<file path="config.mk">
export PLATFORM = sky130hd
export DESIGN_NAME = xlate_buf
export DESIGN_NICKNAME = d
export VERILOG_FILES = /design/src/rtl/xlate_pkg.sv /design/src/rtl/xlate_store.sv /design/src/rtl/xlate_cam.sv /design/src/rtl/xlate_buf.sv
export SDC_FILE = /design/constraint.sdc
export NUM_CORES = 2
export LEC_CHECK = 0
export BUFFER_PORTS_ARGS = -buffer_cell sky130_fd_sc_hd__buf_2
export CORE_ASPECT_RATIO = 1.2
export CORE_MARGIN = 2
export CORE_UTILIZATION = 35
export DETAILED_ROUTE_END_ITERATION = 6
export PLACE_DENSITY = 0.46
export SLEW_MARGIN = 0
export SYNTH_ARGS = -nofsm -noshare
export SYNTH_HDL_FRONTEND = slang
export SYNTH_SLANG_ARGS = --single-unit
</file>
<file path="constraint.sdc">
create_clock -name clk_i -period 10.16 [get_ports clk_i]
set_input_delay 2.032 -clock clk_i [delete_from_list [all_inputs] [get_ports clk_i]]
set_output_delay 2.032 -clock clk_i [all_outputs]
set_load 0.05 [all_outputs]
</file>
<file path="src/rtl/xlate_pkg.sv">
`timescale 1ns/1ps
package xlate_pkg;
  typedef enum logic [1:0] {
    FLT_NONE  = 2'd0,
    FLT_MISS  = 2'd1,
    FLT_RPROT = 2'd2,
    FLT_WPROT = 2'd3
  } fault_e;

  typedef enum logic [1:0] {
    OP_NOP   = 2'd0,
    OP_WRITE = 2'd1,
    OP_CLR   = 2'd2,
    OP_STAT  = 2'd3
  } mt_op_e;
endpackage

</file>
<file path="src/rtl/xlate_store.sv">
`timescale 1ns/1ps
module xlate_store #(
  parameter int N     = 16,
  parameter int VPN_W = 20,
  parameter int PID_W = 8,
  parameter int PPN_W = 20,
  localparam int IDX_W = $clog2(N)
) (
  input  logic                      clk_i,
  input  logic                      rst_ni,
  input  logic                      we_i,
  input  logic                      clr_i,
  input  logic [IDX_W-1:0]          idx_i,
  input  logic                      w_valid_i,
  input  logic [VPN_W-1:0]          w_vpn_i,
  input  logic [PID_W-1:0]          w_pid_i,
  input  logic [PPN_W-1:0]          w_ppn_i,
  input  logic                      w_rd_i,
  input  logic                      w_wr_i,
  input  logic [N-1:0]              set_t_i,
  input  logic [N-1:0]              set_d_i,
  output logic [N-1:0]              valid_o,
  output logic [N-1:0][VPN_W-1:0]   vpn_o,
  output logic [N-1:0][PID_W-1:0]   pid_o,
  output logic [N-1:0][PPN_W-1:0]   ppn_o,
  output logic [N-1:0]              rd_o,
  output logic [N-1:0]              wr_o,
  output logic [N-1:0]              touched_o,
  output logic [N-1:0]              dirty_o
);
  logic [N-1:0]            valid_q, rd_q, wr_q, touched_q, dirty_q;
  logic [N-1:0]            touched_d, dirty_d;
  logic [N-1:0][VPN_W-1:0] vpn_q;
  logic [N-1:0][PID_W-1:0] pid_q;
  logic [N-1:0][PPN_W-1:0] ppn_q;

  // install wins over a same-cycle hit; a hit wins over clear
  always_comb begin
    for (int i = 0; i < N; i++) begin
      touched_d[i] = (clr_i ? 1'b0 : touched_q[i]) | set_t_i[i];
      dirty_d[i]   = dirty_q[i] | set_d_i[i];
      if (we_i && idx_i == IDX_W'(i)) begin
        touched_d[i] = 1'b0;
        dirty_d[i]   = 1'b0;
      end
    end
  end

  always_ff @(posedge clk_i or negedge rst_ni) begin
    if (!rst_ni) begin
      valid_q   <= '0;
      rd_q      <= '0;
      wr_q      <= '0;
      vpn_q     <= '0;
      pid_q     <= '0;
      ppn_q     <= '0;
      touched_q <= '0;
      dirty_q   <= '0;
    end else begin
      if (we_i) begin
        valid_q[idx_i] <= w_valid_i;
        vpn_q[idx_i]   <= w_vpn_i;
        pid_q[idx_i]   <= w_pid_i;
        ppn_q[idx_i]   <= w_ppn_i;
        rd_q[idx_i]    <= w_rd_i;
        wr_q[idx_i]    <= w_wr_i;
      end
      touched_q <= touched_d;
      dirty_q   <= dirty_d;
    end
  end

  assign valid_o   = valid_q;
  assign vpn_o     = vpn_q;
  assign pid_o     = pid_q;
  assign ppn_o     = ppn_q;
  assign rd_o      = rd_q;
  assign wr_o      = wr_q;
  assign touched_o = touched_q;
  assign dirty_o   = dirty_q;


  entry_stable_chk: assert property (@(posedge clk_i) disable iff (!rst_ni)
    !we_i |=> $stable(valid_q));

  clear_touched_chk: assert property (@(posedge clk_i) disable iff (!rst_ni)
    clr_i |=> ((touched_q & ~$past(set_t_i)) == '0));

  dirty_set_chk: assert property (@(posedge clk_i) disable iff (!rst_ni)
    (set_d_i != '0 && !we_i) |=> ((dirty_q & $past(set_d_i)) == $past(set_d_i)));
endmodule

</file>
<file path="src/rtl/xlate_cam.sv">
`timescale 1ns/1ps
module xlate_cam #(
  parameter int N     = 16,
  parameter int VPN_W = 20,
  parameter int PID_W = 8,
  localparam int IDX_W = $clog2(N)
) (
  input  logic                    clk_i,
  input  logic                    rst_ni,
  input  logic [N-1:0]            valid_i,
  input  logic [N-1:0][VPN_W-1:0] vpn_i,
  input  logic [N-1:0][PID_W-1:0] pid_i,
  input  logic [VPN_W-1:0]        lk_vpn_i,
  input  logic [PID_W-1:0]        lk_pid_i,
  output logic                    hit_o,
  output logic [IDX_W-1:0]        idx_o
);
  logic [N-1:0] match;

  for (genvar g = 0; g < N; g++) begin : g_cmp
    assign match[g] = valid_i[g] && (vpn_i[g] == lk_vpn_i) && (pid_i[g] == lk_pid_i);
  end

  // lowest index wins
  always_comb begin
    hit_o = 1'b0;
    idx_o = '0;
    for (int i = N - 1; i >= 0; i--) begin
      if (match[i]) begin
        hit_o = 1'b1;
        idx_o = IDX_W'(i);
      end
    end
  end


  cam_select_chk: assert property (@(posedge clk_i) disable iff (!rst_ni)
    hit_o |-> (match[idx_o] && $countones(match & ((N'(1) << idx_o) - N'(1))) == 0));
endmodule

</file>
<file path="src/rtl/xlate_buf.sv">
`timescale 1ns/1ps
module xlate_buf
  import xlate_pkg::*;
#(
  parameter int ENTRIES = 16,
  parameter int VA_W    = 32,
  parameter int PA_W    = 32,
  parameter int OFF_W   = 12,
  parameter int PID_W   = 8,
  localparam int VPN_W  = VA_W - OFF_W,
  localparam int PPN_W  = PA_W - OFF_W,
  localparam int IDX_W  = $clog2(ENTRIES)
) (
  input  logic             clk_i,
  input  logic             rst_ni,
  input  logic             lk_valid_i,
  input  logic [VA_W-1:0]  lk_vaddr_i,
  input  logic             lk_write_i,
  input  logic [PID_W-1:0] lk_pid_i,
  output logic             rsp_valid_o,
  output logic             rsp_hit_o,
  output logic [1:0]       rsp_fault_o,
  output logic [PA_W-1:0]  rsp_paddr_o,
  input  logic [1:0]       mt_op_i,
  input  logic             mt_priv_i,
  input  logic [IDX_W-1:0] mt_idx_i,
  input  logic             mt_valid_i,
  input  logic [VPN_W-1:0] mt_vpn_i,
  input  logic [PID_W-1:0] mt_pid_i,
  input  logic [PPN_W-1:0] mt_ppn_i,
  input  logic             mt_rd_i,
  input  logic             mt_wr_i,
  output logic             mt_fault_o,
  output logic             st_valid_o,
  output logic             st_touched_o,
  output logic             st_dirty_o
);
  logic [ENTRIES-1:0]            e_valid, e_rd, e_wr, e_touched, e_dirty;
  logic [ENTRIES-1:0][VPN_W-1:0] e_vpn;
  logic [ENTRIES-1:0][PID_W-1:0] e_pid;
  logic [ENTRIES-1:0][PPN_W-1:0] e_ppn;
  logic [ENTRIES-1:0]            set_t, set_d;
  logic                          cam_hit, access_ok;
  logic [IDX_W-1:0]              cam_idx;
  fault_e                        fault_d;
  mt_op_e                        op;
  logic                          do_write, do_clr, do_stat, priv_fault;

  assign op         = mt_op_e'(mt_op_i);
  assign do_write   = mt_priv_i && (op == OP_WRITE);
  assign do_clr     = mt_priv_i && (op == OP_CLR);
  assign do_stat    = mt_priv_i && (op == OP_STAT);
  assign priv_fault = !mt_priv_i && (op != OP_NOP);

  xlate_cam #(.N(ENTRIES), .VPN_W(VPN_W), .PID_W(PID_W)) u_cam (
    .clk_i, .rst_ni,
    .valid_i (e_valid),
    .vpn_i   (e_vpn),
    .pid_i   (e_pid),
    .lk_vpn_i(lk_vaddr_i[VA_W-1:OFF_W]),
    .lk_pid_i,
    .hit_o   (cam_hit),
    .idx_o   (cam_idx)
  );

  always_comb begin
    if (!cam_hit)                          fault_d = FLT_MISS;
    else if (lk_write_i && !e_wr[cam_idx]) fault_d = FLT_WPROT;
    else if (!lk_write_i && !e_rd[cam_idx]) fault_d = FLT_RPROT;
    else                                   fault_d = FLT_NONE;
    access_ok = lk_valid_i && (fault_d == FLT_NONE);
    set_t = '0;
    set_d = '0;
    if (access_ok) begin
      set_t[cam_idx] = 1'b1;
      set_d[cam_idx] = lk_write_i;
    end
  end

  xlate_store #(.N(ENTRIES), .VPN_W(VPN_W), .PID_W(PID_W), .PPN_W(PPN_W)) u_store (
    .clk_i, .rst_ni,
    .we_i     (do_write),
    .clr_i    (do_clr),
    .idx_i    (mt_idx_i),
    .w_valid_i(mt_valid_i),
    .w_vpn_i  (mt_vpn_i),
    .w_pid_i  (mt_pid_i),
    .w_ppn_i  (mt_ppn_i),
    .w_rd_i   (mt_rd_i),
    .w_wr_i   (mt_wr_i),
    .set_t_i  (set_t),
    .set_d_i  (set_d),
    .valid_o  (e_valid),
    .vpn_o    (e_vpn),
    .pid_o    (e_pid),
    .ppn_o    (e_ppn),
    .rd_o     (e_rd),
    .wr_o     (e_wr),
    .touched_o(e_touched),
    .dirty_o  (e_dirty)
  );

  always_ff @(posedge clk_i or negedge rst_ni) begin
    if (!rst_ni) begin
      rsp_valid_o  <= 1'b0;
      rsp_hit_o    <= 1'b0;
      rsp_fault_o  <= FLT_NONE;
      rsp_paddr_o  <= '0;
      mt_fault_o   <= 1'b0;
      st_valid_o   <= 1'b0;
      st_touched_o <= 1'b0;
      st_dirty_o   <= 1'b0;
    end else begin
      rsp_valid_o  <= lk_valid_i;
      rsp_hit_o    <= access_ok;
      rsp_fault_o  <= lk_valid_i ? fault_d : FLT_NONE;
      rsp_paddr_o  <= access_ok ? {e_ppn[cam_idx], lk_vaddr_i[OFF_W-1:0]} : '0;
      mt_fault_o   <= priv_fault;
      st_valid_o   <= do_stat;
      st_touched_o <= do_stat && e_touched[mt_idx_i];
      st_dirty_o   <= do_stat && e_dirty[mt_idx_i];
    end
  end


  rsp_exclusive_chk: assert property (@(posedge clk_i) disable iff (!rst_ni)
    rsp_valid_o |-> (rsp_hit_o != (rsp_fault_o != 2'd0)));

  rsp_quiet_chk: assert property (@(posedge clk_i) disable iff (!rst_ni)
    !rsp_valid_o |-> (!rsp_hit_o && rsp_fault_o == 2'd0 && rsp_paddr_o == '0));

  fault_paddr_chk: assert property (@(posedge clk_i) disable iff (!rst_ni)
    (rsp_valid_o && !rsp_hit_o) |-> (rsp_paddr_o == '0));

  user_cmd_chk: assert property (@(posedge clk_i) disable iff (!rst_ni)
    (mt_op_i != 2'd0 && !mt_priv_i) |=> (mt_fault_o && !st_valid_o));
endmodule

</file>
==> impl_metrics.py <==
metrics = {
    "cts": {
        "cts_tree": "built",
        "clock-sinks": 888,
        "cts_buffers": 99,
        "root_buffer": "clkbuf_16",
        "ctsHtreeMaxLevel": 3,
        "cts_resized": 0,
        "cts_buffer_depth": 3,
        "worstSkewPairLatency_ps": 720,
        "path_clk_slew_ps": 60,
        "cts_setup_buffers": 0,
        "holdBufCountCts": 0,
    },
    "placement": {
        "port_buffers": 141,
        "post-dp-hpwl_um": 94090,
        "pre_cts_ws_ps": 2713,
        "dp_cells": 5014,
        "gp_congestion": 0.8664,
    },
    "power_and_ir_drop": {
        "p_seq_share_pct": 46.5,
        "p_int_mw": 6.646,
        "power.density_nw_per_um2": 188.6,
        "pwr-share-clk_pct": 39.1,
        "leakagePower_nw": 21.89,
        "peakVddDrop_uv": 124.2,
        "pwr-share-comb_pct": 14.4,
        "p_switching_mw": 2.521,
        "p_sw_share_pct": 27.50,
    },
    "global_route": {
        "grt_max_degree": 154,
        "overflow": 0,
        "use_met2_pct": 39.58,
        "busiest_layer": "met2",
        "use_met1_pct": 30.84,
        "grt_pass1_vias": 28775,
        "grt_util_met3_pct": 2.855,
        "grt_usage_pct": 23.17,
        "grt_pass1_wl_um": 214300,
        "antenna_found_initial": 6,
    },
    "floorplanning": {
        "start_util_pct": 35.23,
        "design.core.area_um2": 123100,
        "top_level_ports": 142,
        "die_area_um2": 126800,
        "chipWidth_um": 325.4,
        "rows": 141,
        "fp.dieH_um": 389.7,
    },
    "detailed_routing": {
        "num_vias": 28281,
        "ant_nets": 0,
        "via_per_inst": 5.443,
        "drc": 0,
        "routed_wl_um": 147200,
        "first_iter_violations": 1892,
        "firstDrtPassIters": 5,
        "post_drt_wl_per_cell_um": 28.33,
    },
    "timing": {
        "period_needed_ps": 6826,
        "fmax_ghz": 0.1465,
        "setup_ws_ps": 3334,
        "finalClockSkew_ps": 43.04,
        "tightest_slew_ps": 1103,
        "maxSlewViolCount": 0,
        "relSlewSlack_pct": 26.47,
        "setup-violations-final": 0,
        "finalSetupTns_ps": 0,
        "rsz0062_at_grt": "false",
        "min_period_over_period_pct": 67.19,
        "hold_viol": 0,
    },
    "synth": {
        "syn_area_per_cell_um2": 12.64,
        "ys_seq_area_share_pct": 51.22,
        "syn_inst": 3432,
        "async_flop_share_pct": 100.0,
        "synth.largest_area_cell": "dfrtp_1",
        "synthesis.area_um2": 43380,
        "synth_cell_type_count": 74,
        "syn-num-nets": 3534,
        "synth_seq_cells": 888,
        "synth.top_cell.area_share_pct": 51.22,
        "synthFlopType": "dfrtp_1",
        "yosysWarnings": 0,
        "synth_area_leaders": "dfrtp_1, mux2_2, xnor2_1, xor2_1, nand4_1",
        "synth_enable_flop_cells": 0,
    },
    "worst_setup_path": {
        "critPathKind": "primary input to flip-flop",
        "path_cells": "buf_2 > xor2_1 > nor4_1 > nand4_1 > or2_2 > nand3b_1 > a31oi_2 > o21bai_4 > buf_4 > mux2i_1 > nor3b_1 > nor3_1 > nand2_1 > and3_4 > and3_1",
        "crit_fanout": 43,
        "slowest_stage": "nor4_1",
        "critPathTopFamily": "simple AND/OR/NAND/NOR gates",
        "end_kind": "flip-flop",
        "max_stage_delay_ps": 910,
        "arrival_ps": 7450,
        "worstPathRequired_ps": 10780,
        "start_kind": "primary input",
        "path_buf_inv": 2,
    },
    "finish": {
        "mostFrequentLayoutCells": "dfrtp_1, mux2_2, xnor2_1",
        "syn_to_final_growth_pct": 12.04,
        "fillers": 12018,
        "nets": 3573,
        "layout_commonest_cell": "dfrtp_1",
        "final_cells": 5196,
        "utilization_pct": 39.47,
        "drive_gt1_share_pct": 34.35,
    },
    "run": {
        "cap_violations": 0,
    },
    "outcome": {
        "status": "finished, final reports clean",
    },
    "worst_hold_path": {
        "hp-class": "flip-flop to flip-flop",
    },
}
-- power groups by stage --
stage	Combinational, mW	Sequential (mW)	Clock, mW
global placement	1.31	4.32	0
CTS	1.32	4.27	3.68
floorplan	0.917	4.23	0
global route	1.43	4.32	3.83
detailed placement	1.32	4.33	0
finish	1.32	4.27	3.58
-- layer usage --
layer,wire (um),part of all wire (%)
met1,65540,45
met2,72530,49
met3,5284,3.6
met4,3824,2.6
met5,0,0
-- synth_stat cells, types with 12 or more instances --
library cell  instances
dfrtp_1             888
mux2_2              813
xnor2_1             302
nand2_1             179
clkbuf_1            170
nand4_1             152
xor2_1              133
mux2i_1              85
nor4_1               82
a21oi_1              77
o221ai_1             50
buf_6                43
nand3_1              39
nor2_1               38
o22a_1               33
and3_1               26
nand2b_1             26
inv_1                20
buf_2                19
o21ai_0              19
and2_1               17
nor3_1               14
a21boi_0             12
-- worst reg2reg max path: stages (launching register included) --
cell and delay, ps:
dfrtp_1 410, xnor2_1 420, nand4_1 160, nor4_1 770
nand4_1 460, and2_1 290, a221oi_1 570, o21ai_4 100
buf_4 290, and2_1 220, a222oi_1 330, o211a_1 310
nand3_4 200, and3_4 430, and3_1 260
-- final cells by class --
| cell class | count | area, um2 | area share (%) |
|---|---|---|---|
| inverter | 21 | 78.83 | 0.1622 |
| clock buffer | 149 | 2888 | 5.942 |
| multi-input combinational | 2273 | 19950 | 41.04 |
| antenna | 3 | 7.507 | 0.01545 |
| timing repair buffer | 188 | 1119 | 2.301 |
| sequential | 888 | 22220 | 45.72 |
| tap | 1644 | 2057 | 4.232 |
| clock inverter | 30 | 286.5 | 0.5895 |
-- sequential cells by signal, indices dropped and copies added (netlist names) --
signal,flops
mt_fault_o,1
rsp_fault_o,2
rsp_hit_o,1
rsp_paddr_o,32
rsp_valid_o,1
st_dirty_o,1
st_touched_o,1
st_valid_o,1
u_store.dirty_o,16
u_store.pid_o,128
u_store.ppn_o,320
u_store.rd_o,16
u_store.touched_o,16
u_store.valid_o,16
u_store.vpn_o,320
u_store.wr_o,16
-- final timing paths --
| kind | from | end | slack [ps] | depth (start not counted) |
|---|---|---|---|---|
| worst max-delay path | lk_pid_i[2] | rsp_paddr_o[12] | 3330 | 15 |
| worst min-delay path | u_store.dirty_o[12] | u_store.dirty_o[12] | 490 | 1 |
| worst max register to register | u_store.pid_o[55] | rsp_paddr_o[12] | 4810 | 14 |
| worst min register to register | u_store.dirty_o[12] | u_store.dirty_o[12] | 490 | 1 |
| max in group asynchronous | rst_ni | u_store.vpn_o[56] | 6590 | 3 |
| min in group asynchronous | rst_ni | u_store.ppn_o[55] | 1380 | 1 |
-- per-stage QoR --
step                      cell area [um2]  power, mW  hold slack (ps)
after floorplan                     43380      5.151            455.3
final                               48600      9.168            486.1
after detailed placement            45420      5.645            476.4
after global routing                48600      9.584            503.7
after global placement              45420      5.635            474.0
after CTS                           48600      9.269            489.3
-- kinds of logic after synthesis --
logic type,after synthesis,share of synthesized area (%)
buffers and inverters,271,3.248
xor gates and xnor gates,444,9.120
and+or+nand+nor,659,8.480
muxes,909,23.62
DFF,888,51.22
AOI/OAI and AO/OA,261,4.312
Power figures use the tool's default switching activity.
